$ cat config.mk
export PLATFORM = sky130hd
export DESIGN_NAME = can_rx_store
export DESIGN_NICKNAME = d
export VERILOG_FILES = /design/src/rtl/can_rx_store.sv
export SDC_FILE = /design/constraint.sdc
export NUM_CORES = 1
export LEC_CHECK = 0
export CAP_MARGIN = 20
export CELL_PAD_IN_SITES_DETAIL_PLACEMENT = 1
export CELL_PAD_IN_SITES_GLOBAL_PLACEMENT = 2
export CORE_ASPECT_RATIO = 1.75
export CORE_UTILIZATION = 42
export DETAILED_ROUTE_END_ITERATION = 10
export HOLD_SLACK_MARGIN = 0.1
export MAX_ROUTING_LAYER = met4
export PLACE_DENSITY_LB_ADDON = 0.1
export SYNTH_ARGS = -nofsm -noshare
export SYNTH_HDL_FRONTEND = slang
export SYNTH_SLANG_ARGS = --single-unit
export TNS_END_PERCENT = 50
$ cat constraint.sdc
create_clock -name clk -period 4.53 [get_ports clk]
set_clock_uncertainty 0.05 [all_clocks]
set_input_delay 0.453 -clock clk [delete_from_list [all_inputs] [get_ports clk]]
set_output_delay 0.453 -clock clk [all_outputs]
set_load 0.05 [all_outputs]
$ cat src/rtl/can_rx_store.sv
module can_rx_store #(
  parameter int NBUF = 32,
  parameter int DW   = 64,
  parameter int TSW  = 16,
  localparam int IW  = $clog2(NBUF)
) (
  input  logic            clk,
  input  logic            rst_n,
  input  logic            sof_i,
  input  logic            eof_ok_i,
  input  logic            abort_i,
  input  logic [IW-1:0]   buf_idx_i,
  input  logic [DW-1:0]   payload_i,
  input  logic            keep_mode_i,
  input  logic            stamp_eof_i,
  input  logic            clr_i,
  input  logic [IW-1:0]   clr_idx_i,
  input  logic [IW-1:0]   ts_rd_idx_i,
  output logic [NBUF-1:0] buf_we_o,
  output logic [DW-1:0]   buf_data_o,
  output logic [TSW-1:0]  ts_rd_o,
  output logic [NBUF-1:0] fresh_o,
  output logic            rx_irq_o,
  output logic [TSW-1:0]  ts_cnt_o
);

  logic [TSW-1:0] cnt, stage;
  logic [TSW-1:0] ts_mem [NBUF];

  wire blocked = keep_mode_i & fresh_o[buf_idx_i];
  wire store   = eof_ok_i & ~blocked;

  assign ts_cnt_o = cnt;
  assign ts_rd_o  = ts_mem[ts_rd_idx_i];

  always_ff @(posedge clk) begin
    if (!rst_n) begin
      cnt        <= '0;
      stage      <= '0;
      fresh_o    <= '0;
      buf_we_o   <= '0;
      buf_data_o <= '0;
      rx_irq_o   <= 1'b0;
      for (int i = 0; i < NBUF; i++) ts_mem[i] <= '0;
    end else begin
      cnt      <= cnt + 1'b1;
      rx_irq_o <= store;
      buf_we_o <= store ? (NBUF'(1) << buf_idx_i) : '0;
      if (sof_i)                   stage <= cnt;
      else if (eof_ok_i | abort_i) stage <= '0;
      if (clr_i) fresh_o[clr_idx_i] <= 1'b0;
      if (store) begin
        fresh_o[buf_idx_i] <= 1'b1;
        buf_data_o         <= payload_i;
        ts_mem[buf_idx_i]  <= stamp_eof_i ? cnt : stage;
      end
    end
  end


  irq_we_match_chk: assert property (@(posedge clk) disable iff (!rst_n)
    rx_irq_o == ($countones(buf_we_o) == 1) && $onehot0(buf_we_o));


  drop_no_irq_chk: assert property (@(posedge clk) disable iff (!rst_n)
    (eof_ok_i && keep_mode_i && fresh_o[buf_idx_i]) |=> (!rx_irq_o && buf_we_o == '0));


  store_sets_flag_chk: assert property (@(posedge clk) disable iff (!rst_n)
    (eof_ok_i && !(keep_mode_i && fresh_o[buf_idx_i])) |=> fresh_o[$past(buf_idx_i)]);


  clear_flag_chk: assert property (@(posedge clk) disable iff (!rst_n)
    (clr_i && !(eof_ok_i && buf_idx_i == clr_idx_i)) |=> !fresh_o[$past(clr_idx_i)]);


  counter_step_chk: assert property (@(posedge clk) disable iff (!rst_n)
    rst_n |=> ts_cnt_o == TSW'($past(ts_cnt_o) + 1'b1));


  drop_keeps_data_chk: assert property (@(posedge clk) disable iff (!rst_n)
    (eof_ok_i && keep_mode_i && fresh_o[buf_idx_i]) |=> $stable(buf_data_o));

endmodule

* Word-level counts from Yosys, hierarchy flattened
Memory sizes are Yosys's and may differ from the RTL's.
Index checks and enable logic that the tools add are counted.
** Operators by class
- Reductions and logical operators :: 5
- Bitwise logic cells :: 7
- Add/sub/neg operators :: 1
- Order comparisons :: 4
- Muxes and demuxes :: 19
- Shift-type cells :: 1
** Operators with widths (number)
- 2-to-1 mux 32 bit :: 3
- 2-to-1 mux 16 bit :: 4
- bitwise AND 32 bit :: 1
- NOT 32 bit :: 1
- bitwise OR 32 bit :: 1
- left shift 1 x 5 -> 32 bit (first input constant) :: 1
- adder 16 x 1 -> 16 bit (second input constant) :: 1
- OR reduction 16 bit :: 1
- less-than comparator 5 x 6 -> 1 bit (second input constant) :: 2
- demux 1 bit (select 5 bit) :: 2
- >= comparator 5 x 1 -> 1 bit (second input constant) :: 2
- 2-to-1 mux 1 bit :: 8
- binary-select mux 1 bit (select 5 bit) :: 1
- 2-to-1 mux 5 bit :: 1
- bitwise AND 1 bit :: 2
- logical AND 1 bit :: 2
- AND reduction 2 bit :: 1
- nonzero test 2 bit :: 1
- NOT 1 bit :: 1
- bitwise OR 1 bit :: 1
** Word-level totals
- Output and inout port bits :: 161
- Word-level logic and storage cells :: 44
- Input port bits :: 87
- Memories :: 1
- Bits in writable memories :: 512
- Bits in registers :: 161
** Memory list
- ts_mem :: words 32, bits a word 16, read ports 1, clocked after Yosys merged registers in 0, write ports 32, RTL line 28 : logic [TSW-1:0] ts_mem [NBUF];

* Longest topological paths before layout
Gate-level depths: netlist of run 1.
- Word-level depth :: 10
- Gate-level depth with buffers :: 10
- Gate-level depth less buffers :: 5

* Least setup slack after synthesis of run 1
OpenSTA, ideal clock, no wires.
- Path type :: input-to-reg
- Start point :: input buf_idx_i[1]
- End point :: memory ts_mem[16][0], enable pin
- Buffers on the path :: 4
- Cell stages on the path :: 9
- Library setup time :: 0.414 ns
- Path slack :: 0.819 ns
- Data required time :: 4.066 ns
- Arrival time :: 3.246 ns
- Path through :: buf_2 nand2b_1 buf_2 nor3_1 o41ai_1 a41oi_2 buf_2 buf_2 o31ai_1
** RTL lines
- start: declaration :: RTL line 12 : input logic [IW-1:0] buf_idx_i,
- end: declaration :: RTL line 28

* Final worst setup path of run 1
- Start point :: input ts_rd_idx_i[0]
- End point :: output ts_rd_o[9]
** On the way
- Word-level cells in the longest chain between the ends :: 1
** Ends and longest elaborated chain
- start: declaration :: RTL line 18 : input logic [IW-1:0] ts_rd_idx_i,
- memory read (32 x 16 bit)
- end: declaration :: RTL line 21 : output logic [TSW-1:0] ts_rd_o,
No other way between the ends.

==> results.txt, run 1 <==
----------------------------------------------------
[Status]
  Result of the run ... completed

[Yosys]
  Syn Nets ... 2,232
  Number of synthesized flops with an enable pin ... 512
  Synthesized cell area ... 0.0300 sq mm
  Post-synthesis share of cell area spent on and, or, nand and nor gates ... 0.152
  Cell accounting for the most synthesized area ... edfxtp_1
  Synthesized area per cell ... 14.0 sq um
  Synth Register Bits ... 673
  Main combinational cell family by area after synthesis ... multiplexers
  Count of yosys warnings during synthesis ... 0
  Cell count after synthesis ... 2,144
  Number of unique standard cell types used by synthesis ... 47
  Most area-consuming cells after synthesis ... edfxtp_1 51%, mux4_2 12%, dfxtp_1 11%, nor3_1 6.4%, nor3_2 4.4%
  Complex-gate fraction of the synthesized area ... 0.0277
  Adder and majority cell fraction of the synthesized area ... 0.000417
  Fraction of synthesized cell area taken by the top area cell type ... 0.513
  Multiplexer share of the synthesized area ... 0.158
  Dominant synthesized flop cell ... edfxtp_1
  Xor and xnor fraction of the mapped netlist area ... 0.00321
  Sequential cell area fraction in the yosys report ... 0.620
  Fraction of registers with async set/reset ... 0

[Clock tree]
  Clk slew on worst S/H paths ... 0.06 ns
  Source-to-sink clock delay at the later pin of the worst-skew pair ... 0.62 ns
  CTS tree ... built
  Post-cts sizing count ... 0
  Clock Tree Buf Depth ... 3
  Maximum level of the CTS H-tree ... 3
  Number of setup buffers added after CTS ... 0
  Quantity of hold-fixing buffers added after cts ... 0
  Clock buffers created by TritonCTS ... 67
  Root Buffer Master ... clkbuf_16
  Clock sink count ... 673

[STA]
  Number of pins with negative max-slew slack in the final report ... 0
  Total Negative Setup Slacks ... 0 ns
  Shortest clock period the worst path allows after layout ... 3.96 ns
  Transition at the pin with the smallest max-transition slack ... 1.01 ns
  Peak Freq ... 253 MHz
  Setup repair after global routing missed its margin ... no
  Worst-case headroom to the max-slew limit ... 0.313
  Post-route clock period utilization ... 0.874
  Setup violations, final ... 0
  Hold Fails Final Rpt ... 0

[Critical path]
  Type of destination of the critical path ... output port
  Crit-path max FO ... 32
  Required @ worst endpoint ... 4.03 ns
  Most frequent cell on the critical path ... mux4_2
  Slowest stage cell, crit path ... clkdlybuf4s50_1
  Startpoint type of the worst setup path ... primary input
  Max stage delay on crit path ... 0.72 ns
  Critical path arrival ... 3.46 ns
  Ordered cell list for the critical path ... clkbuf_8 > buf_12 > mux4_2 > mux4_2 > mux2_2 > clkdlybuf4s50_1
  Setup CP Type ... primary input to output port

[Floorplanning]
  Width of the die ... 204 um
  Initial Utilization ... 0.424
  Number of rows created at floorplan ... around 130
  Floorplan die area ... approximately 0.073 sq mm
  Number of placed I/O pins ... roughly 250
  Core footprint ... 0.0707 sq mm
  Die span in y ... 355 um

[Layout]
  Final #Nets ... 2,429
  Non-filler cells, final ... 3,313
  Most common cell after layout, fill and taps aside ... edfxtp_1
  Cell area after layout ... roughly 0.036 sq mm
  Commonest non-fill, non-tap cells in the layout ... 512 x edfxtp_1, 384 x nor3_1, 242 x clkdlybuf4s50_1, 175 x nand2_1, 162 x mux4_2
  Layout cell share with drive strength beyond 1 ... 0.248
  Relative area change from synthesis to final layout ... 20.9%

[Route]
  Number of iterations in the first detailed-routing pass ... 5
  ANT nets after route ... 0
  Routed Wire Length ... between 100,000 and 150,000 um
  Post-detailed-route DRC marker count ... 0
  Number of DRC markers after the initial detailed-route iteration ... between 1,000 and 1,500
  Vias per cell ... 5.93
  Detailed-route via count ... slightly below 20,000
  DR WL/cell ... 30.3 um

[Global route]
  Initial antenna violation count ... 3
  Via count of the first global-routing pass ... 21,118
  GRT Residual Overflow ... 0
  Maximum number of pins on one net before global-route repair ... ~160
  Global-route total usage across every layer ... 0.292
  Global-route wire length before repair ... 147,000 um

[Power]
  IR drop worst, VDD ... about 0.26 mV
  Internal power of the cells ... about 0.011 W
  Power density normalized to cell area ... about 400 mW/mm^2
  Sequential share of power ... 0.481
  Cell leakage power ... 11.7 nW
  Proportion of power drawn by combinational gates ... 0.114
  Switching part of the total power ... 0.252
  Clock power share ... 0.405
  Reported net switching power ... 0.00363 W

[Placed design]
  Total cell area at the placement stage ... 0.0340 sq mm
  GP Congestion ... 0.879
  Inst Count DP ... 3,188
  IO Port Bufs ... approximately 250
  DP HPWL ... 69,200 um

[Flow run]
  Number of violations of the max-capacitance limit ... 0

[Hold path]
  Class of the most critical hold timing path ... primary input to flop

----------------------------------------------------
==> state kept, by name, summed over array words and instances (netlist names) <==
name,cells
ts_mem,512
stage,16
buf_data_o,64
ts_cnt_o,16
rx_irq_o,1
fresh_o,32
buf_we_o,32
==> cell type report <==
cell class | instances | area [sq um]
Clock buffer | 85 | 1790
Clock inverter | 38 | 473
Sequential cell | 673 | 18600
Multi-Input combinational cell | 1226 | 10700
Fill cell | 6875 | 34400
Antenna cell | 1 | 2.50
Timing Repair Buffer | 369 | 3570
Tap cell | 917 | 1150
Inverter | 4 | 15.0
==> cells by family (layout without fill, tap and decap cells) <==
logic type                 after synthesis  after routing
AOI/OAI and AO/OA                      122            122
other                                    0              1
xor gates and xnor gates                11             11
DFF                                    673            673
muxes                                  270            270
adders and majority gates                1              1
and+or+nand+nor                        822            822
buffers and inverters                  245            496
==> cells in the mapped netlist (2+ instances only) <==
cell type,count
buf_6,17
or3_1,5
a22oi_1,16
nor3b_1,3
nor2_1,69
buf_1,10
mux2_2,17
buf_4,6
and3_1,3
o21ai_0,36
nor3_2,133
or2_2,2
xnor2_1,6
clkbuf_1,148
o211ai_1,28
nor4_1,6
and2_0,2
o31ai_1,33
and2_1,2
nor2b_1,4
nand4_1,3
nand2_1,175
nor3_1,385
inv_1,3
buf_2,60
mux4_2,162
mux2i_1,90
nand2b_1,10
nand3b_1,5
dfxtp_1,161
xor2_1,5
edfxtp_1,512
a21oi_1,3
nand3_1,11
==> worst paths after layout <==
check / from / endpoint / slack (ns) / cells after the start
setup / recovery: ts_rd_idx_i[0] / ts_rd_o[9] / 0.57 / 6
hold / removal: rst_n / buf_data_o[30] / 0.18 / 3
setup reg to reg: fresh_o[10] / ts_mem[26][3] / 1.43 / 7
hold reg to reg: buf_data_o[47] / buf_data_o[47] / 0.41 / 2
==> worst max-delay path: cells and delay by family <==
kind,cells,cell delay (ns)
buf+inv,3,1.37
mux,3,1.57
==> power groups by stage <==
| stage | Sequential [W] | Clock, W | Combinational, W |
|---|---|---|---|
| 6_report | 0.00695 | 0.00585 | 0.00165 |
| 3_3_place_gp | 0.00706 | 0 | 0.00163 |
| 2_1_floorplan | 0.00721 | 0 | 0.000827 |
| 5_1_grt | 0.00696 | 0.00616 | 0.00172 |
| 4_1_cts | 0.00695 | 0.00596 | 0.00166 |
| 3_5_place_dp | 0.00708 | 0 | 0.00166 |
==> stage by stage <==
step	hold WS (ns)	utilization	setup slack [ns]	power, W
after floorplan	0.415	-	0.819	0.00804
after global placement	0.395	0.481	0.516	0.00870
after detailed placement	0.408	0.481	0.468	0.00873
after CTS	0.153	0.513	0.558	0.0146
after global routing	0.185	0.513	0.507	0.0148
final	0.181	0.513	0.571	0.0145
==> routing by layer <==
metal	track usage	wire [um]	up-vias
met3	0.0450	5150	195
met4	0.160	5860	0
li1	-	-	8591
met2	0.522	54900	663
met1	0.303	34600	10213
met5	-	0	-
(Power assumes the default switching activity.)
==> inputs of run 2 (changes only) <==
--- a/config.mk
+++ b/config.mk
@@ -9,7 +9,7 @@
 export CELL_PAD_IN_SITES_DETAIL_PLACEMENT = 1
 export CELL_PAD_IN_SITES_GLOBAL_PLACEMENT = 2
 export CORE_ASPECT_RATIO = 1.75
-export CORE_UTILIZATION = 42
+export CORE_UTILIZATION = 45
 export DETAILED_ROUTE_END_ITERATION = 10
 export HOLD_SLACK_MARGIN = 0.1
 export MAX_ROUTING_LAYER = met4
==> constraint.sdc (replaced) <==
create_clock -name clk -period 4.66 [get_ports clk]
set_clock_uncertainty 0.05 [all_clocks]
set_input_delay 0.466 -clock clk [delete_from_list [all_inputs] [get_ports clk]]
set_output_delay 0.466 -clock clk [all_outputs]
set_load 0.05 [all_outputs]
==> run 2 against run 1 <==
Wire length fell by 12%. Critical path depth did not move. Via count shrank 2.1%. Largest cell class unchanged.
==> results.txt, run 2 (same netlist as run 1, synthesis figures left out) <==
----------------------------------------------------
[Route]
  Vias per cell ... 5.92 (-0.28%)
  ANT nets after route ... 0 (unchanged)
  Routed Wire Length ... 89,000 um (-12%)
  Met3 wirelength from detailed routing ... 3720 um (-28%)
  Top routing layer used ... met4
  Number of DRC markers after the initial detailed-route iteration ... 1,166 (-6.9%)
  Met2 Routed Length ... 50,600 um (-7.8%)
  DR WL/cell ... 27.4 um (-9.8%)
  Post-detailed-route DRC marker count ... 0 (unchanged)
  Detailed-route via count ... 19,240 (-2.1%)
  Number of iterations in the first detailed-routing pass ... 7 (+2)
  Met1 Wirelength ... 31,700 um (-8.5%)

[Layout]
  Most common cell after layout, fill and taps aside ... edfxtp_1
  Utilization after layout ... 0.546 (+0.0326)
  Flip-flop count of the largest register, all copies and words added ... 512 (unchanged)
  Relative area change from synthesis to final layout ... 19.4%
  Layout cell share with drive strength beyond 1 ... 0.240 (-0.00795)
  Largest register by flop count ... ts_mem
  Largest registers ... ts_mem (512), buf_data_o (64)
  Commonest non-fill, non-tap cells in the layout ... 512 x edfxtp_1, 384 x nor3_1, 242 x clkdlybuf4s50_1, 175 x nand2_1, 162 x mux4_2
  Final #Nets ... 2,403 (-1.1%)

[Clock tree]
  Quantity of hold-fixing buffers added after cts ... 0 (unchanged)
  Root Buffer Master ... clkbuf_16
  Clk slew on worst S/H paths ... 0.07 ns (about the same)
  CTS tree ... built
  Maximum level of the CTS H-tree ... 2 (-1)
  Clock Tree Buf Depth ... 3 (unchanged)
  Clock sink count ... 673 (unchanged)
  Post-cts sizing count ... 0 (unchanged)
  Source-to-sink clock delay at the later pin of the worst-skew pair ... 0.65 ns (+0.03 ns)
  Clock buffers created by TritonCTS ... 61 (-9.0%)
  Number of setup buffers added after CTS ... 0 (unchanged)

[Critical path]
  Setup CP Type ... primary input to output port
  Critical path arrival ... 3.33 ns (-0.13 ns)
  Startpoint type of the worst setup path ... primary input
  Register-to-Register Path Depth ... 7 (unchanged)
  RR Endpoint ... ts_mem[28][12]
  Crit-path max FO ... 24 (-25%)
  Launching point of the worst reg2reg path ... fresh_o[28]
  Type of destination of the critical path ... output port
  Required @ worst endpoint ... 4.14 ns (+0.11 ns)
  Worst setup slack for register-to-register paths ... 1.40 ns (-0.03 ns)

[Global route]
  GRT Residual Overflow ... 0 (unchanged)
  Maximum number of pins on one net before global-route repair ... 181 (+16%)
  Global-route wire length before repair ... 134,000 um (-8.3%)
  Via count of the first global-routing pass ... 20,814 (-1.4%)
  Global-route total usage across every layer ... 0.278 (-0.0139)
  Initial antenna violation count ... 2 (-1)

[Power]
  IR drop worst, VDD ... 0.263 mV (about the same)
  Clock power share ... 0.380 (-0.025)
  Cell leakage power ... 11.4 nW (-2.0%)
  Reported net switching power ... 0.00336 W (-7.5%)
  Final total power ... 0.0133 W (-7.9%)
  Internal power of the cells ... 0.00995 W (-8.0%)
  Proportion of power drawn by combinational gates ... 0.114 (about the same)
  Power density normalized to cell area ... 372 mW/mm^2 (-6.7%)
  Switching part of the total power ... 0.253 (+0.00114)
  Sequential share of power ... 0.506 (+0.025)

[Hold path]
  Class of the most critical hold timing path ... primary input to flop
  Hold Path Depth ... 3 (unchanged)
  Min-delay src ... rst_n
  Worst hold path endpoint ... buf_data_o[63]

[Floorplanning]
  Number of placed I/O pins ... 248 (unchanged)
  Number of rows created at floorplan ... 124 (-3.9%)
  Core footprint ... 0.0656 sq mm (-7.2%)
  Floorplan die area ... 0.0677 sq mm (-6.6%)
  Initial Utilization ... 0.457 (+0.0328)
  Width of the die ... 197 um (-3.4%)
  Die span in y ... 344 um (-3.4%)

[Placed design]
  DP HPWL ... 60,000 um (-13%)
  GP Congestion ... 0.862 (-1.9%)
  IO Port Bufs ... 247 (unchanged)
  Setup slack after placement ... 0.183 ns (-0.286 ns)

[STA]
  Worst-case headroom to the max-slew limit ... 0.309 (-0.00373)
  Post-route clock period utilization ... 0.826
  Hold Fails Final Rpt ... 0 (unchanged)
  Setup repair after global routing missed its margin ... no
  Number of pins with negative max-slew slack in the final report ... 0 (unchanged)
  Total Negative Setup Slacks ... 0 ns (unchanged)
  Shortest clock period the worst path allows after layout ... between 3 and 4 ns
  Peak Freq ... 260 MHz
  Transition at the pin with the smallest max-transition slack ... 1.01 ns (+0.00547 ns)
  Least setup slack across all paths after layout ... 0.813 ns (+0.242 ns)
  Setup violations, final ... 0 (unchanged)

[Status]
  Result of the run ... completed

[Flow run]
  Number of violations of the max-capacitance limit ... 0 (unchanged)

----------------------------------------------------
-- run 2: cell types whose count changed in the layout (fill, tap and decap cells not counted), sizes merged --
cell / delta
inv: -2
clkinv: -5
clkinvlp: +6
diode: +2
bufinv: -7
clkbuf: -2
buf: -19
-- run 2: metal layers --
layer,global-route usage,up-vias
met3,0.0388,164
li1,-,8564
met4,0.0945,0
met1,0.299,9977
met2,0.517,535
met5,-,-
-- run 2: critical path, stage by stage --
cell	delay (ns)
buf_4	0.39
buf_4	0.44
mux4_2	0.39
mux4_2	0.51
mux2_2	0.33
clkdlybuf4s50_1	0.75
-- run 2: how the worst max path moves through the flow --
stage | cells past startpoint | startpoint | slack, ns | end
2_1_floorplan | 9 | buf_idx_i[1] | 0.94 | ts_mem[16][0]
3_3_place_gp | 8 | buf_idx_i[3] | 0.42 | ts_mem[25][7]
3_5_place_dp | 8 | buf_idx_i[3] | 0.18 | ts_mem[29][1]
4_1_cts | 6 | ts_rd_idx_i[1] | 0.81 | ts_rd_o[10]
5_1_grt | 8 | buf_idx_i[3] | 0.75 | fresh_o[25]
6_report | 6 | ts_rd_idx_i[1] | 0.81 | ts_rd_o[10]
-- run 2: through the flow --
step / hold WS [ns] / cells / area (sq um)
3_3_place_gp: 0.396 / 3127 / 33700
6_report: 0.208 / 3251 / 35800
3_5_place_dp: 0.404 / 3127 / 33700
5_1_grt: 0.221 / 3250 / 35800
4_1_cts: 0.174 / 3241 / 35600
2_1_floorplan: 0.415 / 2144 / 30000
-- run 2: layout make-up --
| type | count | area [sq um] |
|---|---|---|
| diodes | 3 | 7.51 |
| clock buffers | 84 | 1730 |
| clock inverters | 30 | 263 |
| fillers | 6330 | 29800 |
| inverters | 4 | 15.0 |
| multi-input cells | 1226 | 10700 |
| flip-flops and latches | 673 | 18600 |
| well taps | 882 | 1100 |
| repair buffers | 349 | 3430 |
-- run 2: power by group through the flow --
| stage | sequential, W | combinational, W | clock (W) |
|---|---|---|---|
| after floorplan | 0.00701 | 0.000804 | 0 |
| after global placement | 0.00684 | 0.00151 | 0 |
| after detailed placement | 0.00686 | 0.00153 | 0 |
| after CTS | 0.00673 | 0.00153 | 0.00516 |
| after global routing | 0.00675 | 0.00160 | 0.00533 |
| final | 0.00673 | 0.00152 | 0.00506 |
==> inputs of run 3 (changes only) <==
--- a/config.mk
+++ b/config.mk
@@ -9,7 +9,7 @@
 export CELL_PAD_IN_SITES_DETAIL_PLACEMENT = 1
 export CELL_PAD_IN_SITES_GLOBAL_PLACEMENT = 2
 export CORE_ASPECT_RATIO = 1.75
-export CORE_UTILIZATION = 45
+export CORE_UTILIZATION = 38
 export DETAILED_ROUTE_END_ITERATION = 10
 export HOLD_SLACK_MARGIN = 0.1
 export MAX_ROUTING_LAYER = met4
==> constraint.sdc (replaced) <==
create_clock -name clk -period 3.1 [get_ports clk]
set_clock_uncertainty 0.05 [all_clocks]
set_input_delay 0.31 -clock clk [delete_from_list [all_inputs] [get_ports clk]]
set_output_delay 0.31 -clock clk [all_outputs]
set_load 0.05 [all_outputs]
==> run 3 against run 2 <==
Via count grew 1.2%. Combinational power rose by 67%. Non-clock buffer count is 64 higher. Core utilization shrank 6.5 points.
==> results.txt, run 3 (same netlist as run 1, synthesis figures left out) <==
----------------------------------------------------
[Layout]
  Largest register by flop count ... ts_mem
  Layout cell share with drive strength beyond 1 ... 0.272 (+0.0324)
  Non-filler cells, final ... 3,464 (+6.6%)
  Relative area change from synthesis to final layout ... 24.5%
  Final #Nets ... 2,473 (+2.9%)
  Number of antenna cells inserted ... 0 (-3)
  Most common cell after layout, fill and taps aside ... edfxtp_1
  Flip-flop count of the largest register, all copies and words added ... 512 (unchanged)
  Largest registers ... ts_mem (512), buf_data_o (64)
  Commonest non-fill, non-tap cells in the layout ... 512 x edfxtp_1, 384 x nor3_1, 226 x clkdlybuf4s50_1, 175 x nand2_1, 162 x mux4_2
  Utilization after layout ... 0.481 (-0.0650)

[Placed design]
  GP Congestion ... 0.879 (+1.9%)
  DP HPWL ... 70,900 um (+18%)
  Setup slack after placement ... -0.176 ns (-0.358 ns)
  Inst Count DP ... 3,342 (+6.9%)
  IO Port Bufs ... 247 (unchanged)

[Clock tree]
  Source-to-sink clock delay at the later pin of the worst-skew pair ... 0.64 ns (about the same)
  Clk slew on worst S/H paths ... 0.07 ns (about the same)
  Clock sink count ... 673 (unchanged)
  Clock Tree Buf Depth ... 3 (unchanged)
  CTS tree ... built
  Root Buffer Master ... clkbuf_16
  Maximum level of the CTS H-tree ... 3 (+1)
  Clock buffers created by TritonCTS ... 67 (+9.8%)

[Critical path]
  Critical path arrival ... 2.70 ns (-0.63 ns)
  Required @ worst endpoint ... 2.74 ns (-1.40 ns)
  Setup CP Type ... flop to output port
  Crit-path max FO ... 1 (-96%)
  Startpoint type of the worst setup path ... flop
  Type of destination of the critical path ... output port

[Global route]
  Via count of the first global-routing pass ... 21,587 (+3.7%)
  Initial antenna violation count ... 0 (-2)
  GRT Residual Overflow ... 0 (unchanged)
  Global-route total usage across every layer ... 0.264 (-0.0138)
  Maximum number of pins on one net before global-route repair ... 119 (-34%)
  Global-route wire length before repair ... 149,000 um (+11%)

[Route]
  Number of DRC markers after the initial detailed-route iteration ... 1,165 (-0.086%)
  Post-detailed-route DRC marker count ... 0 (unchanged)
  ANT nets after route ... 0 (unchanged)
  Detailed-route via count ... 19,470 (+1.2%)
  Vias per cell ... 5.62 (-5.0%)
  Number of iterations in the first detailed-routing pass ... 5 (-2)
  DR WL/cell ... 29.1 um (+6.4%)
  Routed Wire Length ... 101,000 um (+13%)

[STA]
  Shortest clock period the worst path allows after layout ... between 3 and 4 ns
  Peak Freq ... around 330 MHz
  Post-route clock period utilization ... 0.988
  Setup repair after global routing missed its margin ... no
  Worst-case headroom to the max-slew limit ... 0.307 (-0.00228)
  Setup violations, final ... 0 (unchanged)
  Least setup slack across all paths after layout ... 0.0357 ns (-0.777 ns)
  Transition at the pin with the smallest max-transition slack ... 1.03 ns (+0.0195 ns)
  Hold Fails Final Rpt ... 0 (unchanged)
  Number of pins with negative max-slew slack in the final report ... 0 (unchanged)
  Worst Hold Margin ... 0.163 ns (-0.0451 ns)

[Power]
  Power density normalized to cell area ... 568 mW/mm^2 (+53%)
  IR drop worst, VDD ... 0.355 mV (+35%)
  Cell leakage power ... 12.2 nW (+6.5%)
  Final total power ... 0.0212 W (+59%)

[Floorplanning]
  Floorplan die area ... 0.0801 sq mm (+18%)
  Width of the die ... 214 um (+8.7%)
  Initial Utilization ... 0.386 (-0.0710)
  Die span in y ... 374 um (+8.8%)
  Number of rows created at floorplan ... 135 (+8.9%)
  Number of placed I/O pins ... 248 (unchanged)
  Core footprint ... 0.0777 sq mm (+18%)

[Hold path]
  Class of the most critical hold timing path ... primary input to flop

[Flow run]
  Number of violations of the max-capacitance limit ... 0 (unchanged)

[Status]
  Result of the run ... completed

----------------------------------------------------
[run 3: worst paths after layout]
kind | startpoint | endpoint | slack, ns | cells after the start
worst max-delay path | ts_mem[11][11] | ts_rd_o[11] | 0.04 | 4
worst min-delay path | payload_i[6] | buf_data_o[6] | 0.16 | 3
worst max register to register | fresh_o[10] | ts_mem[30][10] | 0.45 | 7
worst min register to register | buf_data_o[60] | buf_data_o[60] | 0.41 | 2
[run 3: critical path, stage by stage, from the launching register on]
cell,delay [ns]
edfxtp_1,0.40
mux4_2,0.56
mux4_2,0.55
mux2_4,0.34
buf_4,0.20
[run 3: power breakdown]
group / total [W] / switching, W / leakage, nW / internal [W]
combinational: 0.00254 / 0.00159 / 4.42 / 0.000946
clock: 0.00852 / 0.00361 / 1.13 / 0.00491
sequential: 0.0101 / 0.000140 / 6.61 / 0.0100
total: 0.0212 / 0.00534 / 12.2 / 0.0159
[run 3: cell type report]
cell class,instances,area [sq um]
clock inverters,29,259
clock buffers,92,2020
fillers,7733,40400
multi-input cells,1226,10700
repair buffers,413,4460
inverters,4,15.0
flip-flops and latches,673,18600
well taps,1027,1280
[run 3: stage by stage]
stage,area [sq um],setup TNS [ns]
final,37300,0
after global routing,37300,0
after CTS,37300,0
after detailed placement,35000,-75.00
after global placement,35000,-77.91
after floorplan,30100,-53.82
[run 3: timing repair]
item / in CTS / in global routing
setup endpoints to repair: 4 / 0
gates resized for setup: 4 / 0
endpoints found under the hold margin: 15 / 0
buffers inserted: 0 / 0
hold buffers: 1 / 0
[run 3: routing by layer]
metal  share of wire  vias up  global-route usage
met1            0.35    10132               0.272
li1                -     8682                   -
met4           0.046        0               0.120
met2            0.56      504               0.488
met3           0.044      152              0.0420
met5               0        -                   -
